==> src/rtl/spi_div_pkg.sv <==
package spi_div_pkg;
  // law select encoding in the setting word
  typedef enum logic {
    LAW_POW2   = 1'b0,
    LAW_LINEAR = 1'b1
  } div_law_e;
endpackage

==> src/rtl/spi_div_cfg.sv <==
module spi_div_cfg #(
  parameter int LIN_W = 8,
  parameter int POW_W = 4,
  localparam int CFG_W = LIN_W + POW_W + 1
) (
  input  logic              clk,
  input  logic              rst,
  input  logic              wr_en,
  input  logic [CFG_W-1:0]  wr_data,
  input  logic              apply,
  output logic [LIN_W-1:0]  lin_val,
  output logic [POW_W-1:0]  pow_val,
  output spi_div_pkg::div_law_e law
);
  logic [CFG_W-1:0] pending_q;
  logic [CFG_W-1:0] active_q;

  always_ff @(posedge clk) begin
    if (rst) begin
      pending_q <= '0;
    end else if (wr_en) begin
      pending_q <= wr_data;
    end
  end

  // shadow copy moves in only at a half-period boundary or while idle
  always_ff @(posedge clk) begin
    if (rst) begin
      active_q <= '0;
    end else if (apply) begin
      active_q <= pending_q;
    end
  end

  assign lin_val = active_q[LIN_W-1:0];
  assign pow_val = active_q[LIN_W+POW_W-1:LIN_W];
  assign law     = spi_div_pkg::div_law_e'(active_q[CFG_W-1]);
endmodule

==> src/rtl/spi_div_term.sv <==
module spi_div_term #(
  parameter int LIN_W = 8,
  parameter int POW_W = 4,
  localparam int POW_SPAN = (1 << POW_W) - 1,
  localparam int CNT_W = (POW_SPAN > LIN_W) ? POW_SPAN : LIN_W
) (
  input  logic [LIN_W-1:0]      lin_val,
  input  logic [POW_W-1:0]      pow_val,
  input  spi_div_pkg::div_law_e law,
  output logic [CNT_W-1:0]      term
);
  logic [CNT_W-1:0] lin_term;
  logic [CNT_W-1:0] pow_term;

  // half period minus one, for each law
  generate
    if (CNT_W > LIN_W) begin : g_lin_pad
      assign lin_term = {{(CNT_W-LIN_W){1'b0}}, lin_val};
    end else begin : g_lin_full
      assign lin_term = lin_val;
    end
  endgenerate

  always_comb begin
    pow_term = '0;
    for (int b = 0; b < CNT_W; b++) begin
      if (b < int'(pow_val)) pow_term[b] = 1'b1;
    end
  end

  assign term = (law == spi_div_pkg::LAW_LINEAR) ? lin_term : pow_term;
endmodule

==> src/rtl/spi_div_count.sv <==
module spi_div_count #(
  parameter int CNT_W = 15
) (
  input  logic             clk,
  input  logic             rst,
  input  logic             run,
  input  logic [CNT_W-1:0] term,
  output logic             boundary,
  output logic             sclk_o,
  output logic             lead_o,
  output logic             trail_o
);
  logic [CNT_W-1:0] cnt_q;

  assign boundary = run && (cnt_q == term);

  always_ff @(posedge clk) begin
    if (rst || !run) begin
      cnt_q   <= '0;
      sclk_o  <= 1'b0;
      lead_o  <= 1'b0;
      trail_o <= 1'b0;
    end else if (boundary) begin
      cnt_q   <= '0;
      sclk_o  <= ~sclk_o;
      lead_o  <= ~sclk_o;
      trail_o <= sclk_o;
    end else begin
      cnt_q   <= cnt_q + 1'b1;
      lead_o  <= 1'b0;
      trail_o <= 1'b0;
    end
  end

  // idle request silences the outputs on the next edge
  p_idle_quiet_r6: assert property (@(posedge clk) disable iff (rst)
    !run |=> (!sclk_o && !lead_o && !trail_o));

  // never both edge strobes in one cycle
  p_strobe_excl_r5: assert property (@(posedge clk) disable iff (rst)
    $onehot0({lead_o, trail_o}));

  // a lead strobe leaves the clock high, a trail strobe leaves it low
  p_lead_high_r5: assert property (@(posedge clk) disable iff (rst)
    lead_o |-> sclk_o);
  p_trail_low_r5: assert property (@(posedge clk) disable iff (rst)
    trail_o |-> !sclk_o);

  // the running count never passes the limit in force (no short phase)
  p_cnt_in_range_r7: assert property (@(posedge clk) disable iff (rst)
    cnt_q <= term);
endmodule

==> src/rtl/spi_sclk_divider.sv <==
module spi_sclk_divider #(
  parameter int LIN_W = 8,
  parameter int POW_W = 4,
  localparam int CFG_W = LIN_W + POW_W + 1,
  localparam int POW_SPAN = (1 << POW_W) - 1,
  localparam int CNT_W = (POW_SPAN > LIN_W) ? POW_SPAN : LIN_W
) (
  input  logic             clk,
  input  logic             rst,
  input  logic             cfg_wr,
  input  logic [CFG_W-1:0] cfg_wdata,
  input  logic             run,
  output logic             sclk,
  output logic             lead_stb,
  output logic             trail_stb
);
  logic [LIN_W-1:0]      lin_val;
  logic [POW_W-1:0]      pow_val;
  spi_div_pkg::div_law_e law;
  logic [CNT_W-1:0]      term;
  logic                  boundary;

  spi_div_cfg #(.LIN_W(LIN_W), .POW_W(POW_W)) u_cfg (
    .clk     (clk),
    .rst     (rst),
    .wr_en   (cfg_wr),
    .wr_data (cfg_wdata),
    .apply   (boundary || !run),
    .lin_val (lin_val),
    .pow_val (pow_val),
    .law     (law)
  );

  spi_div_term #(.LIN_W(LIN_W), .POW_W(POW_W)) u_term (
    .lin_val (lin_val),
    .pow_val (pow_val),
    .law     (law),
    .term    (term)
  );

  spi_div_count #(.CNT_W(CNT_W)) u_count (
    .clk      (clk),
    .rst      (rst),
    .run      (run),
    .term     (term),
    .boundary (boundary),
    .sclk_o   (sclk),
    .lead_o   (lead_stb),
    .trail_o  (trail_stb)
  );

  // mid-run the half-period limit changes only right after a boundary
  p_limit_hold_r7: assert property (@(posedge clk) disable iff (rst)
    (run && $past(run) && !$past(boundary)) |-> $stable(term));
endmodule

==> config.mk <==
export PLATFORM = sky130hd
export DESIGN_NAME = spi_sclk_divider
export DESIGN_NICKNAME = d
export VERILOG_FILES = /design/src/rtl/spi_div_pkg.sv /design/src/rtl/spi_div_cfg.sv /design/src/rtl/spi_div_term.sv /design/src/rtl/spi_div_count.sv /design/src/rtl/spi_sclk_divider.sv
export SDC_FILE = /design/constraint.sdc
export NUM_CORES = 1
export LEC_CHECK = 0
export CORE_UTILIZATION = 55
export CTS_CLUSTER_DIAMETER = 50
export CTS_CLUSTER_SIZE = 12
export DETAILED_ROUTE_END_ITERATION = 8
export PLACE_DENSITY = 0.76
export SLEW_MARGIN = 20
export SYNTH_ARGS = -nofsm -noshare
export SYNTH_HDL_FRONTEND = slang
export SYNTH_SLANG_ARGS = --single-unit
==> constraint.sdc <==
create_clock -name clk -period 2.45 [get_ports clk]
set_input_delay 0.6125 -clock clk [delete_from_list [all_inputs] [get_ports clk]]
set_output_delay 0.6125 -clock clk [all_outputs]
set_load 0.02 [all_outputs]
; Yosys cells after proc, flatten, opt, wreduce, memory -nomap -nowiden
; Index checks and enable logic that the tools add are counted.
[totals]
regBits = 44
latchBits = 0
ram_bits = 0
mem_bits_ro = 0
inputBits = 17
output_inout_bits = 3
mem_count = 0
[classes]
n_addsub = 1
n_mul = 0
div = 0
order_cmp = 15
n_eq_ne = 1
shift = 0
n_mux = 16
bitwise_logic = 2
reduce_logical = 6
[ops]
columns = cell, count
row1 = "4-bit < comparator, first input constant", 7
row2 = "3-bit by 4-bit < comparator with 1-bit output, first input constant", 4
row3 = "15-bit by 1-bit adder with 15-bit output, second input constant", 1
row4 = 15-bit equality test, 1
row5 = 1-bit 2-to-1 mux, 15
row6 = 15-bit 2-to-1 mux, 1
row7 = "1-bit by 4-bit < comparator with 1-bit output, first input constant", 2
row8 = "2-bit by 4-bit < comparator with 1-bit output, first input constant", 2
row9 = 2-bit OR reduction, 2
row10 = 1-bit logical OR, 2
row11 = 1-bit NOT, 2
row12 = 1-bit logical AND, 1
row13 = 1-bit zero test, 1

; Depth between registers and ports, before layout
[logic_depth]
word_depth = 7
depth_mapped = 9
depth_no_buf = 7

; Cells and area by module
; A second synthesis with hierarchy kept.
[hier_totals]
hier_cells = 233
hier_area_um2 = 2123.3
[by_module_without_submodules]
columns = mod, n_inst, cells_per_inst, area_each_um2, seq_area_each_um2
row1 = spi_div_count, 1, 106, 960.9, 360.3
row2 = spi_div_cfg, 1, 85, 955.9, 520.5
row3 = spi_div_term, 1, 41, 200.2, 0.0
row4 = spi_sclk_divider, 1, 1, 6.3, 0.0

; Least setup slack after synthesis
; Ideal clock, no wire load.
[synth_path]
path_kind = register to register
from = reg u_cfg.active_q[12]
to = reg u_count.cnt_q[0]
arrival_time_ns = 1.798
slack_ns = 0.527
stages_incl_launch_ff = 10
path_buffers = 3
period_less_slack_ns = 1.923
cell_sequence = dfxtp_1 -> buf_6 -> nand2b_1 -> buf_6 -> o2111a_1 -> nor4_2 -> nand4_1 -> o31ai_2 -> buf_6 -> nor2_1
[synth_between]
elab_chain_cells = 4
[synth_rtl]
columns = item, line
row1 = "start, declared", spi_div_cfg.sv:16  ; logic [CFG_W-1:0] active_q;
row2 = "start signal, assigned", spi_div_cfg.sv:31  ; active_q <= pending_q;
row3 = 15-bit 2-to-1 mux, spi_div_term.sv:31  ; assign term = (law == spi_div_pkg::LAW_LINEAR) ? lin_term : pow_term;
row4 = 15-bit equality test, spi_div_count.sv:15  ; assign boundary = run && (cnt_q == term);
row5 = 1-bit logical AND, spi_div_count.sv:15
row6 = 2-bit OR reduction (no source line), -
row7 = "end signal, assigned", spi_div_count.sv:29  ; cnt_q <= cnt_q + 1'b1;
row8 = "end, declared", spi_div_count.sv:13  ; logic [CNT_W-1:0] cnt_q;
; No other way between the ends.
; A chain may end at the register's enable or synchronous reset.

; Worst setup path after layout
[layout_path]
from = reg u_cfg.active_q[9]
to = reg u_cfg.active_q[7]
[layout_between]
elab_chain_cells = 6
word_cells_on_any_way = 34
classes_between = order compare: 15 / eq/ne: 1 / mux: 16 / reduce/logical: 2
[layout_rtl]
columns = item, line
row1 = 1-bit by 4-bit < comparator with 1-bit output (tied with other cells), spi_div_term.sv:27  ; if (b < int'(pow_val)) pow_term[b] = 1'b1;
row2 = 1-bit 2-to-1 mux, spi_div_term.sv:27
row3 = 15-bit 2-to-1 mux *, spi_div_term.sv:31
row4 = 15-bit equality test *, spi_div_count.sv:15
row5 = 1-bit logical AND *, spi_div_count.sv:15
row6 = 1-bit logical OR *, spi_sclk_divider.sv:28  ; .apply (boundary || !run),
; Mark *: on every way between the ends. The rest lies on a longest branch, timed or not.

==> impl_metrics.yaml <==
run_status:
  outcome: "finished, final reports clean"
min_path:
  timing.hold.worst.start: "u_cfg.pending_q[11]$_SDFFE_PP0P_"
  worstHoldEndpoint: "u_cfg.active_q[11]$_SDFFE_PP0P_"
  min_delay_path_depth: 2
  worst_hold_path_type: "flip-flop to flip-flop"
yosys:
  synth_simple_gate_area_share: 0.261
  syn_avg_cell_area_um2: 8.74
  syn_area_um2: 2320
  yosys.area_share.xor_xnor: 0.0680
  netlist.area_leader.share: 0.380
  synth_nets: 283
  synth_top_family_by_area: "simple AND/OR/NAND/NOR gates"
  synthAdderAreaFrac: 0.00972
  synth_cell_type_count: 44
  yosys.area.top_type: "dfxtp_1"
  synth_seq_cells: 44
  synth_cells: 265
  share_of_synthesized_area_occupied_by_flip_flops_and_latches: 0.380
  synth.yosys.warnings: 0
  synth.area.mux_share: 0.117
  synth-compound-area-share: 0.0999
  ys_top_cells_by_area: "dfxtp_1 (38%), mux2i_1 (12%), nand2b_1 (8.4%), nor2_1 (6.0%), xnor2_1 (4.5%)"
power_and_ir_drop:
  max-vdd-ir-drop_mv: 0.464
  sw_frac_of_total: 0.268
  power_density_nw_per_um2: 635
  cellInternalPower_mw: 1.22
  power.clock.fraction: 0.330
  switching_power_mw: 0.446
  share_comb_of_total_power: 0.196
  leakage_nw: 0.942
  seqPwrFrac: 0.474
run:
  drv_cap: 0
routing:
  route.layer.met1.wl_mm: 2.05
  wl_met2_mm: 1.94
  first_pass_iters: 4
  detail-route-antenna-nets: 0
  detail_route.wl_per_cell_um: 12.8
  top_layer_used: "met4"
  drt-vias-per-instance: 5.39
  violation_count_after_the_first_detailed_routing_iteration: 102
  met3WireLength_um: 169
  residual_drc: 0
  drt_wl_total_mm: 4.21
  total_via_count_in_the_routed_design: 1778
critical_path:
  timing.critical_path.required_ns: 2.68
  critical_path.max_fanout: 13
  timing.rr.start: "u_cfg.active_q[9]$_SDFFE_PP0P_"
  worst_ep_arrival_time_ns: 2.43
  regToRegSetupSlack_ns: 0.25
  crit_path_start: "u_cfg.active_q[9]$_SDFFE_PP0P_"
  timing.reg2reg.worst_path_depth: 7
  regToRegEndpoint: "u_cfg.active_q[7]$_SDFFE_PP0P_"
  cp-end-kind: "flip-flop"
  crit_type: "flip-flop to flip-flop"
  crit_path_start_kind: "flip-flop"
cells_and_area:
  mostFrequentLayoutCell: "dfxtp_1"
  syn2layout_area_growth_pct: 13.0
  final_net_count: 297
  insertedDiodeCount: 0
  postLayoutCellArea_um2: 2620
  post_route_cells_drive_above_1_share: 0.0786
  layout_common_cells: "dfxtp_1 (44), nor2_1 (37), nand2b_1 (31)"
floorplan:
  fp.dieArea_um2: 4480
  die_width_um: 66.9
  start_util: 0.575
  die_h_um: 66.9
  boundaryPins: 20
  fp.coreArea_um2: 4030
  core.rowCount: 23
cts:
  tritoncts: "built"
  postCtsSetupRepairBufs: 0
  clk_root_buf: "clkbuf_8"
  cts_resized: 0
  cts_inserted_buffers: 5
  htree_num_levels: 2
  worstSkewPairLatency_ns: 0.30
  cts_sinks: 44
  cts_buffer_depth: 2
  cts.hold.buffers_added: 0
  cts.reportedPaths.clkPinSlew_ns: 0.08
sta:
  grt_setup_unrepaired: "false"
  fin_crit_sh: 0.896
  timing_max_transition_violations_final: 0
  final.setup.tns_ns: 0
  max_clock_freq_mhz: 455
  max_slew.worst_pin.slew_ns: 0.456
  period_minus_slack_ns: 2.20
  slew_margin_rel: 0.696
  clock-skew-final_ns: 0.00697
  final_hold_viol_count: 0
  setup_violation_total_in_the_final_timing_report: 0
placed_design:
  gpl.final_weighted_congestion: 0.884
  post-dp-hpwl_mm: 3.02
  place.port_buffers: 19
  post_dp_cell_area_um2: 2510
global_route:
  first_global_vias: 1535
  grt_pass1_wl_mm: 6.88
  antenna_found_initial: 0
  overflow_left_after_global_routing: 0
  gr-usage-all-layers: 0.205
  grt_max_degree: 41
-- cell families after synthesis --
logic type,Yosys count
AO/OA/AOI/OAI,30
AND/OR/NAND/NOR,115
multiplexers,27
flip-flops,44
XOR/XNOR,18
buffers and inverters,29
adder cells (fa/ha/maj),2
-- sequential cells by signal (all words and copies together), names as in the netlist --
signal / cells
u_cfg.pending_q: 13
u_count.sclk_o: 1
u_count.lead_o: 1
u_count.trail_o: 1
u_count.cnt_q: 15
u_cfg.active_q: 13
-- metrics by stage --
stage	power [mW]	setup slack, ns	hold WS [ns]	utilization	cells
floorplan	1.06	0.527	0.448	-	265
global placement	1.13	0.372	0.458	0.622	322
detailed placement	1.13	0.308	0.466	0.622	322
CTS	1.67	0.279	0.478	0.650	330
global route	1.74	0.137	0.501	0.650	330
finish	1.66	0.254	0.476	0.650	330
-- routing by layer --
metal | track usage | vias up
li1 | - | 929
met1 | 0.264 | 809
met2 | 0.324 | 36
met3 | 0.0462 | 4
met4 | 0.0851 | 0
met5 | 0 | -
-- layout make-up --
type / instances / area, um^2
multi-input combinational: 192 / 1290
sequential: 44 / 881
tap: 50 / 62.6
fill: 360 / 1410
inverter: 11 / 41.3
clock inverter: 3 / 42.5
timing repair buffer: 25 / 235
clock buffer: 5 / 68.8
-- worst max-delay path, stage by stage (launching register included) --
cell	delay, ns
dfxtp_1	0.61
inv_1	0.13
maj3_1	0.35
o2bb2ai_1	0.14
and4_2	0.28
a31oi_4	0.13
buf_4	0.27
mux2i_1	0.22
-- how the worst max path moves through the flow --
stage               cells after the start  slack [ns]                              to
floorplan                               9        0.53     u_count.cnt_q[0]$_SDFF_PP0_
global placement                        7        0.37  u_cfg.active_q[9]$_SDFFE_PP0P_
detailed placement                      7        0.31  u_cfg.active_q[7]$_SDFFE_PP0P_
CTS                                     7        0.28  u_cfg.active_q[7]$_SDFFE_PP0P_
global route                            7        0.14  u_cfg.active_q[2]$_SDFFE_PP0P_
finish                                  7        0.25  u_cfg.active_q[7]$_SDFFE_PP0P_
-- synth_stat cells, drive strengths merged --
master / n
nor2b: 3
xor2: 6
a31oi: 4
maj3: 1
o21ai: 6
nor4: 3
a22oi: 1
o32a: 1
o2111a: 2
ha: 1
and3: 3
nand4b: 1
nand3: 9
or3: 2
nor4b: 1
a21oi: 6
o22ai: 1
dfxtp: 44
o21a: 1
a31o: 1
nand2: 11
a221oi: 1
o41ai: 1
clkbuf: 9
nand2b: 31
a21o: 2
buf: 9
nand4: 2
nor3: 9
mux2i: 27
inv: 11
o2bb2ai: 1
nor2: 37
xnor2: 12
o31ai: 2
and4: 3
-- power groups by stage --
| stage | sequential [mW] | clock, mW | combinational (mW) |
|---|---|---|---|
| 2_1_floorplan | 0.792 | 0 | 0.266 |
| 3_3_place_gp | 0.803 | 0 | 0.322 |
| 3_5_place_dp | 0.803 | 0 | 0.327 |
| 4_1_cts | 0.787 | 0.558 | 0.327 |
| 5_1_grt | 0.794 | 0.590 | 0.357 |
| 6_report | 0.787 | 0.549 | 0.326 |
(Power assumes the default switching activity.)
